$ cat src/rtl/dual_tick_pkg.sv
package dual_tick_pkg;

    localparam int PRE_SEL_W  = 2;
    localparam int DIV_CODE_W = 3;
    localparam int CFG_W      = PRE_SEL_W + 2 * DIV_CODE_W;
    localparam int PRE_CNT_W  = 4;
    localparam int DIV_CNT_W  = (1 << DIV_CODE_W) - 1;
    localparam int OVS_RATIO  = 16;

    // last count of the shared first stage for each select code
    function automatic logic [PRE_CNT_W-1:0] pre_last(input logic [PRE_SEL_W-1:0] sel);
        case (sel)
            2'd0:    pre_last = 4'd0;
            2'd1:    pre_last = 4'd2;
            2'd2:    pre_last = 4'd3;
            default: pre_last = 4'd12;
        endcase
    endfunction

endpackage

$ cat src/rtl/prescale_stage.sv
module prescale_stage
    import dual_tick_pkg::*;
#(
    parameter int SEL_W = PRE_SEL_W,
    parameter int CNT_W = PRE_CNT_W
) (
    input  logic             clk,
    input  logic             rst_n,
    input  logic             restart,
    input  logic [SEL_W-1:0] sel,
    output logic             wrap
);

    typedef struct packed {
        logic [CNT_W-1:0] cnt;
    } pre_state_t;

    pre_state_t st_d, st_q;
    logic [CNT_W-1:0] last;

    always_comb begin
        st_d = st_q;
        last = CNT_W'(pre_last(sel));
        wrap = (st_q.cnt == last);
        if (restart) begin
            st_d.cnt = '0;
        end else if (wrap) begin
            st_d.cnt = '0;
        end else begin
            st_d.cnt = st_q.cnt + 1'b1;
        end
    end

    always_ff @(posedge clk or negedge rst_n) begin
        if (!rst_n) begin
            st_q <= '0;
        end else begin
            st_q <= st_d;
        end
    end

endmodule

$ cat src/rtl/rate_chain.sv
module rate_chain
    import dual_tick_pkg::*;
#(
    parameter int CODE_W = DIV_CODE_W,
    parameter int CNT_W  = DIV_CNT_W,
    parameter int OVS    = OVS_RATIO
) (
    input  logic              clk,
    input  logic              rst_n,
    input  logic              restart,
    input  logic              pre_wrap,
    input  logic [CODE_W-1:0] code,
    output logic              tick,
    output logic              bit_tick
);

    localparam int OVS_W = $clog2(OVS);

    typedef struct packed {
        logic [CNT_W-1:0] div;
        logic [OVS_W-1:0] ovs;
        logic             tick;
        logic             bit_tick;
    } chain_state_t;

    chain_state_t st_d, st_q;
    logic [CNT_W-1:0] lim;
    logic advance, at_lim, fire, ovs_last;

    always_comb begin
        st_d     = st_q;
        lim      = CNT_W'((32'd1 << code) - 32'd1);
        advance  = pre_wrap & ~restart;
        at_lim   = (st_q.div == lim);
        fire     = advance & at_lim;
        ovs_last = (st_q.ovs == OVS_W'(OVS - 1));

        st_d.tick     = fire;
        st_d.bit_tick = fire & ovs_last;

        if (restart) begin
            st_d.div = '0;
            st_d.ovs = '0;
        end else if (advance) begin
            st_d.div = at_lim ? '0 : st_q.div + 1'b1;
            if (fire) begin
                st_d.ovs = ovs_last ? '0 : st_q.ovs + 1'b1;
            end
        end
    end

    always_ff @(posedge clk or negedge rst_n) begin
        if (!rst_n) begin
            st_q <= '0;
        end else begin
            st_q <= st_d;
        end
    end

    assign tick     = st_q.tick;
    assign bit_tick = st_q.bit_tick;

endmodule

$ cat src/rtl/dual_rate_tick_gen.sv
module dual_rate_tick_gen
    import dual_tick_pkg::*;
#(
    parameter int SEL_W  = PRE_SEL_W,
    parameter int CODE_W = DIV_CODE_W,
    parameter int OVS    = OVS_RATIO
) (
    input  logic                        clk,
    input  logic                        rst_n,
    input  logic                        cfg_we,
    input  logic [SEL_W+2*CODE_W-1:0]   cfg_wdata,
    output logic [SEL_W+2*CODE_W-1:0]   cfg_rdata,
    output logic                        tx_tick,
    output logic                        rx_tick,
    output logic                        tx_bit_tick,
    output logic                        rx_bit_tick
);

    localparam int CW      = SEL_W + 2 * CODE_W;
    localparam int PRE_LSB = 2 * CODE_W;
    localparam int TX_LSB  = CODE_W;
    localparam int RX_LSB  = 0;
    localparam int N_CH    = 2;
    localparam int CNT_W   = (1 << CODE_W) - 1;

    typedef struct packed {
        logic [CW-1:0] cfg;
    } top_state_t;

    top_state_t st_d, st_q;

    always_comb begin
        st_d = st_q;
        if (cfg_we) begin
            st_d.cfg = cfg_wdata;
        end
    end

    always_ff @(posedge clk or negedge rst_n) begin
        if (!rst_n) begin
            st_q <= '0;
        end else begin
            st_q <= st_d;
        end
    end

    assign cfg_rdata = st_q.cfg;

    logic pre_wrap;

    prescale_stage #(
        .SEL_W (SEL_W),
        .CNT_W (PRE_CNT_W)
    ) u_pre (
        .clk     (clk),
        .rst_n   (rst_n),
        .restart (cfg_we),
        .sel     (st_q.cfg[CW-1:PRE_LSB]),
        .wrap    (pre_wrap)
    );

    logic [CODE_W-1:0] ch_code [N_CH];
    logic [N_CH-1:0]   ch_tick;
    logic [N_CH-1:0]   ch_bit;

    assign ch_code[0] = st_q.cfg[TX_LSB +: CODE_W];
    assign ch_code[1] = st_q.cfg[RX_LSB +: CODE_W];

    for (genvar c = 0; c < N_CH; c++) begin : g_chain
        rate_chain #(
            .CODE_W (CODE_W),
            .CNT_W  (CNT_W),
            .OVS    (OVS)
        ) u_chain (
            .clk      (clk),
            .rst_n    (rst_n),
            .restart  (cfg_we),
            .pre_wrap (pre_wrap),
            .code     (ch_code[c]),
            .tick     (ch_tick[c]),
            .bit_tick (ch_bit[c])
        );
    end

    assign tx_tick     = ch_tick[0];
    assign rx_tick     = ch_tick[1];
    assign tx_bit_tick = ch_bit[0];
    assign rx_bit_tick = ch_bit[1];

endmodule


$ cat config.mk
export PLATFORM = sky130hd
export DESIGN_NAME = dual_rate_tick_gen
export DESIGN_NICKNAME = d
export VERILOG_FILES = /design/src/rtl/dual_tick_pkg.sv /design/src/rtl/prescale_stage.sv /design/src/rtl/rate_chain.sv /design/src/rtl/dual_rate_tick_gen.sv
export SDC_FILE = /design/constraint.sdc
export NUM_CORES = 1
export LEC_CHECK = 0
export BUFFER_PORTS_ARGS = -buffer_cell sky130_fd_sc_hd__buf_2
export CAP_MARGIN = 10
export CORE_UTILIZATION = 30
export DETAILED_ROUTE_END_ITERATION = 12
export GPL_TIMING_DRIVEN = 0
export PLACE_DENSITY = 0.52
export RECOVER_POWER = 50
export SYNTH_ARGS = -nofsm -noshare
export SYNTH_HDL_FRONTEND = slang
export SYNTH_SLANG_ARGS = --single-unit
$ cat constraint.sdc
create_clock -name clk -period 3.2 [get_ports clk]
set_input_delay 0.16 -clock clk [delete_from_list [all_inputs] [get_ports clk]]
set_output_delay 0.16 -clock clk [all_outputs]
set_load 0.01 [all_outputs]
==> results of run 1 <==
-- cell usage in the layout, fill, tap and decap left out, drive strengths merged, types with 3 or more instances in the layout --
cell type,instances
and3,4
clkbuf,14
a21oi,9
xor2,3
o211ai,8
nor4,5
buf,24
o21ai,14
nor3,11
xnor2,7
dfrtp,38
mux2,11
nand2,25
a211o,3
o22ai,4
nor2,13
a31oi,3
inv,5
nand4,4
ha,7
nand3,6
nor2b,5
-- stage by stage --
stage / setup WS [ns] / area [um2]
global route: 0.640 / 2530
CTS: 0.824 / 2540
global placement: 0.849 / 2430
detailed placement: 0.876 / 2430
floorplan: 1.18 / 2200
finish: 0.869 / 2530
-- state kept, by name (all words and copies together), names as in the netlist --
signal and cells:
g_chain.u_chain.bit_tick 2, g_chain.u_chain.tick 2, u_pre.st_q 4, g_chain.u_chain.st_q 22, cfg_rdata 8
-- area by class of cell --
type / count / area [um2] / area share [%]
Timing Repair Buffer: 22 / 104 / 4.10
Clock inverter: 1 / 30.0 / 1.19
Tap cell: 96 / 120 / 4.75
Multi-Input combinational cell: 173 / 1180 / 46.6
Inverter: 5 / 18.8 / 0.742
Buffer: 9 / 51.3 / 2.03
Clock buffer: 7 / 76.3 / 3.02
Sequential cell: 38 / 951 / 37.6
-- kinds of logic after synthesis --
kind of cell | synth area share [%]
AND/OR/NAND/NOR | 21.2
AO/OA/AOI/OAI | 18.4
flip-flops | 43.2
buffers and inverters | 3.19
multiplexers | 5.97
XOR/XNOR | 3.98
adder cells (fa/ha/maj) | 3.98
-- worst min-delay path: cells and delay by family --
kind | cells | cell delay (ns)
buf+inv | 1 | 0.07
simple gates | 1 | 0.04
compound gates | 1 | 0.05
-- worst paths after layout --
kind,start,endpoint,cells past startpoint
max,cfg_rdata[7]$_DFFE_PN0P_,g_chain[0].u_chain.st_q[8]$_DFFE_PN0P_,6
min,cfg_wdata[6],cfg_rdata[6]$_DFFE_PN0P_,3
max reg2reg,cfg_rdata[7]$_DFFE_PN0P_,g_chain[0].u_chain.st_q[8]$_DFFE_PN0P_,6
min reg2reg,u_pre.st_q[0]$_DFF_PN0_,u_pre.st_q[0]$_DFF_PN0_,1
max in group asynchronous,rst_n,g_chain[0].u_chain.tick$_DFF_PN0_,1
min in group asynchronous,rst_n,cfg_rdata[6]$_DFFE_PN0P_,1
-- power breakdown --
part	internal (mW)	switching (mW)	leakage, nW
clock network	0.233	0.168	0.0524
logic	0.105	0.191	0.491
registers	0.516	0.0481	0.510
total	0.854	0.407	1.05
-- per-layer routing --
| layer | global-route usage, % | up-vias | wire length (um) |
|---|---|---|---|
| li1 | - | 899 | - |
| met1 | 17.2 | 891 | 2360 |
| met2 | 23.2 | 27 | 2250 |
| met3 | 3.20 | 7 | 145 |
| met4 | 4.92 | 0 | 70 |
| met5 | 0 | - | 0 |
==> impl_metrics.py, run 1 <==
metrics = {
    "yosys": {
        "ys_seq_elements": 38,
        "syn-instance-count": 225,
        "synth_cell_types": 54,
        "synth_edf_count": 0,
        "yosysWarnings": 0,
        "synth_seq_area_share_pct": 43.2,
        "yosys.area.top_type": "dfrtp_1",
        "yosys-top-cells-count": "dfrtp_1 (38), nand2_1 (25), nor2_1 (13)",
        "syn-num-nets": 243,
        "ys_top_cells_by_area": "dfrtp_1 (43%), nand2_1 (4.3%), ha_1 (4.0%)",
        "syn_avg_cell_area_um2": 9.78,
        "async_reset_ff_share_pct": 100,
        "syn-cell-area_um2": 2200,
        "synth_top_cell_area_share_pct": 43.2,
        "synth_ff_type": "dfrtp_1",
        "synth_most_common_cell": "dfrtp_1",
    },
    "flow_run": {
        "drv_cap": 1,
    },
    "cells_and_area": {
        "fillers": 726,
        "area_growth_pct": 15.0,
        "instances_no_fill": 351,
        "nets": 272,
        "postLayoutCoreUtil_pct": 36.4,
        "n_antenna_cell": 0,
        "drive_gt1_share_pct": 17.3,
    },
    "floorplan": {
        "dieHeight_um": 87.6,
        "dieWidth_um": 87.6,
        "num_io_pins": 23,
        "rows": 30,
        "die_area_um2": 7680,
        "start_util_pct": 31.7,
        "coreArea_um2": 6940,
    },
    "setup_path": {
        "crit_arrival_ns": 2.53,
        "crit_type": "reg2reg",
        "endpoint_kind": "flop",
        "path_buf_inv": 1,
        "cp_max_fo": 10,
        "cp_top_family": "compound AO/OA/AOI/OAI gates",
        "start_kind": "flop",
        "slowest_delay_ns": 0.63,
        "required_ns": 3.40,
        "cp_slowest_cell": "o211ai_1",
        "cp_cell_sequence": "ha_1, and3_1, o211ai_1, clkbuf_1, nand2_1, o221ai_1",
        "reg2reg_setup_slack_ns": 0.87,
    },
    "routing": {
        "drt_pass1_iterations": 4,
        "antenna_left": 0,
        "drc": 0,
        "drt_iter0_drc": 88,
        "avgViaCountPerCell": 5.20,
        "wl_per_cell_um": 13.7,
        "wl_um": 4830,
        "vias": 1824,
    },
    "placed_design": {
        "gp_congestion": 0.732,
        "dp_hpwl_um": 3310,
        "portBuffers": 22,
        "place_inst": 343,
    },
    "clock_tree": {
        "cts_setup_buffers": 0,
        "cts_resized": 0,
        "ctsHoldBuffers": 0,
        "root_buffer": "clkbuf_8",
        "cts.sinks": 38,
        "htreeDepth": 2,
        "clock_path_buffers": 2,
        "clkTransAtPathRegs_ns": 0.08,
        "clkLatencyLatePin_ns": 0.29,
        "cts_buffers": 5,
        "cts_tree": "built",
    },
    "hold_path": {
        "hp-class": "in2reg",
    },
    "sta": {
        "max_freq_ghz": 0.429,
        "final.setup.tns_ns": 0,
        "setup-violations-final": 0,
        "finClkSkew_ns": 0.0130,
        "fin_crit_ns": 2.33,
        "slew_violations": 39,
        "max-slew-margin-rel_pct": -39.8,
        "worst_slew_pin_slew_ns": 2.10,
        "grt_setup_unrepaired": "false",
        "finalCritPeriodShare_pct": 72.9,
        "finalHoldViolCount": 0,
        "whs_ns": 0.0632,
    },
    "power_and_ir_drop": {
        "leakage_nw": 1.05,
        "worst_ir_drop_vdd_mv": 0.241,
        "p_per_area_nw_per_um2": 498,
        "finalPower_mw": 1.26,
    },
    "global_route": {
        "first_global_vias": 1677,
        "grt_pass1_wl_um": 8100,
        "gr-usage-all-layers_pct": 13.7,
        "antenna_found_initial": 0,
        "grt_max_degree": 39,
        "overflow": 0,
    },
    "status": {
        "outcome": "complete, but fails checks",
        "violations": "capacitance limit, slew limit",
    },
}
No activity file was read; power rests on OpenSTA's default activity.
==> run 2, diff against run 1 <==
==> constraint.sdc (replaced) <==
create_clock -name clk -period 2.3 [get_ports clk]
set_input_delay 0.115 -clock clk [delete_from_list [all_inputs] [get_ports clk]]
set_output_delay 0.115 -clock clk [all_outputs]
set_load 0.01 [all_outputs]
==> run 2 against run 1 <==
The run now ends clean. Power rose by 44%. Routed wire length rose by 0.91%. Global-route usage rose by 0.10 points. Critical path depth did not move. Critical endpoint is now g_chain[1].u_chain.st_q[4]$_DFFE_PN0P_. Via count rose by 0.33%. Clock-buffer cell count did not move. Sequential power rose by 39%. Final area rose by 1.5%. Worst setup slack got worse by 0.70 ns. Utilization rose by 0.54 points. Sequential share of layout area fell by 0.55 points. Clock power rose by 39%. Largest cell class unchanged.
==> impl_metrics.py, run 2 (same netlist as run 1, synthesis figures left out) <==
metrics = {
    "floorplan": {
        "rows": 30,
        "dieWidth_um": 87.6,
        "coreArea_um2": 6940,
        "die_area_um2": 7680,
        "dieHeight_um": 87.6,
        "start_util_pct": 31.7,
        "num_io_pins": 23,
    },
    "sta": {
        "grt_setup_unrepaired": "false",
        "finClkSkew_ns": 0.0106,
        "worst_slew_pin_slew_ns": 0.975,
        "whs_ns": 0.0219,
        "finalCritPeriodShare_pct": 92.6,
        "fin_crit_ns": 2.13,
        "final.setup.tns_ns": 0,
        "finalHoldViolCount": 0,
        "setup-violations-final": 0,
        "slew_violations": 0,
        "max_freq_ghz": 0.470,
        "max-slew-margin-rel_pct": 35.0,
    },
    "clock_tree": {
        "htreeDepth": 2,
        "clock_path_buffers": 2,
        "clkLatencyLatePin_ns": 0.29,
        "clkTransAtPathRegs_ns": 0.08,
        "cts_buffers": 5,
        "cts.sinks": 38,
        "cts_tree": "built",
        "root_buffer": "clkbuf_8",
    },
    "global_route": {
        "overflow": 0,
        "grt_max_degree": 39,
        "first_global_vias": 1686,
        "grt_pass1_wl_um": 8160,
        "gr-usage-all-layers_pct": 13.8,
        "antenna_found_initial": 0,
    },
    "routing": {
        "wl_um": 4870,
        "wl_per_cell_um": 13.6,
        "vias": 1830,
        "avgViaCountPerCell": 5.13,
        "drt_iter0_drc": 93,
        "antenna_left": 0,
        "drc": 0,
        "drt_pass1_iterations": 4,
    },
    "setup_path": {
        "slowest_delay_ns": 0.51,
        "required_ns": 2.48,
        "endpoint_kind": "flop",
        "crit_arrival_ns": 2.31,
        "path_buf_inv": 1,
        "cp_slowest_cell": "or4_1",
        "cp_max_fo": 10,
        "cp_cell_sequence": "buf_6, or4_1, o22ai_2, o21ai_2, nor3_1, mux2_1",
        "start_kind": "flop",
        "cp_top_family": "simple AND/OR/NAND/NOR gates",
        "crit_type": "reg2reg",
    },
    "cells_and_area": {
        "n_antenna_cell": 0,
        "fillers": 726,
        "area_growth_pct": 16.7,
        "layout_common_cells": "dfrtp_1 (38), nand2_1 (25), clkbuf_1 (17)",
        "drive_gt1_share_pct": 16.1,
        "layout_commonest_cell": "dfrtp_1",
        "largest_register_ffs": 22,
        "top_register": "g_chain.u_chain.st_q",
        "nets": 278,
    },
    "placed_design": {
        "dp_hpwl_um": 3310,
        "portBuffers": 22,
        "gp_congestion": 0.732,
    },
    "hold_path": {
        "hp-class": "in2reg",
    },
    "status": {
        "outcome": "finished, final reports clean",
    },
    "power_and_ir_drop": {
        "worst_ir_drop_vdd_mv": 0.344,
        "p_per_area_nw_per_um2": 705,
        "leakage_nw": 1.05,
    },
    "flow_run": {
        "drv_cap": 0,
    },
}
## run 2: cell count changes in the layout (fill, tap and decap cells not counted)
cell,previous run,this run
clkbuf_2,0,1
o211a_1,1,0
dlygate4sd3_1,0,1
o211a_2,0,1
clkbuf_1,9,17
buf_4,2,7
buf_2,19,10
## run 2: worst paths after layout
| check | from | endpoint | slack [ns] | cells after the start |
|---|---|---|---|---|
| max in group asynchronous | rst_n | g_chain[0].u_chain.tick$_DFF_PN0_ | 1.17 | 2 |
| hold reg to reg | u_pre.st_q[0]$_DFF_PN0_ | u_pre.st_q[0]$_DFF_PN0_ | 0.51 | 1 |
| min in group asynchronous | rst_n | cfg_rdata[6]$_DFFE_PN0P_ | 0.51 | 2 |
| hold / removal | cfg_wdata[6] | cfg_rdata[6]$_DFFE_PN0P_ | 0.02 | 3 |
| setup reg to reg | cfg_rdata[2]$_DFFE_PN0P_ | g_chain[1].u_chain.st_q[4]$_DFFE_PN0P_ | 0.17 | 6 |
| setup / recovery | cfg_rdata[2]$_DFFE_PN0P_ | g_chain[1].u_chain.st_q[4]$_DFFE_PN0P_ | 0.17 | 6 |
## run 2: tightest hold or removal path: stages
cell and delay [ns]:
buf_2 0.07, nand2_1 0.04, o21ai_0 0.05
## run 2: cell type report
class                   count  area (um2)  area share (%)
multi-input cells         173        1180            45.9
flip-flops and latches     38         951            37.0
repair buffers             28         141            5.51
well taps                  96         120            4.68
clock buffers               7        76.3            2.97
plain buffers               9        51.3            2.00
clock inverters             1        30.0            1.17
inverters                   5        18.8           0.731
## run 2: power by group
part,leakage [nW],total [mW],internal (mW),switching [mW]
logic,0.488,0.469,0.192,0.277
registers,0.510,0.785,0.717,0.0674
clock network,0.0524,0.557,0.325,0.232
## run 2: per-layer routing
metal  up-vias  global-route usage, %  part of all wire, %
met1       893                   17.5                   49
met5         -                      0                    0
met2        19                   23.2                   46
li1        911                      -                    -
met3         7                   3.20                  2.8
met4         0                   4.92                  1.4
## run 2: per-stage QoR
stage	cells	utilization (%)	worst slack [ns]	power, mW	instance area [um2]
6_report	357	37.0	0.171	1.81	2570
5_1_grt	357	37.0	0.0134	1.93	2570
4_1_cts	355	37.0	0.0743	1.82	2570
3_5_place_dp	343	35.0	-0.0243	1.22	2430
3_3_place_gp	343	35.0	-0.0510	1.21	2430
2_1_floorplan	225	-	0.284	1.08	2200
## run 2: repair_timing
| action | in CTS | in global routing |
|---|---|---|
| gates resized for setup | 0 | 1 |
| endpoints found under the hold margin | 38 | 0 |
| hold buffers | 1 | 0 |
| setup endpoints to repair | 1 | 2 |
| buffers inserted | 3 | 2 |
| pin swaps | 1 | 0 |
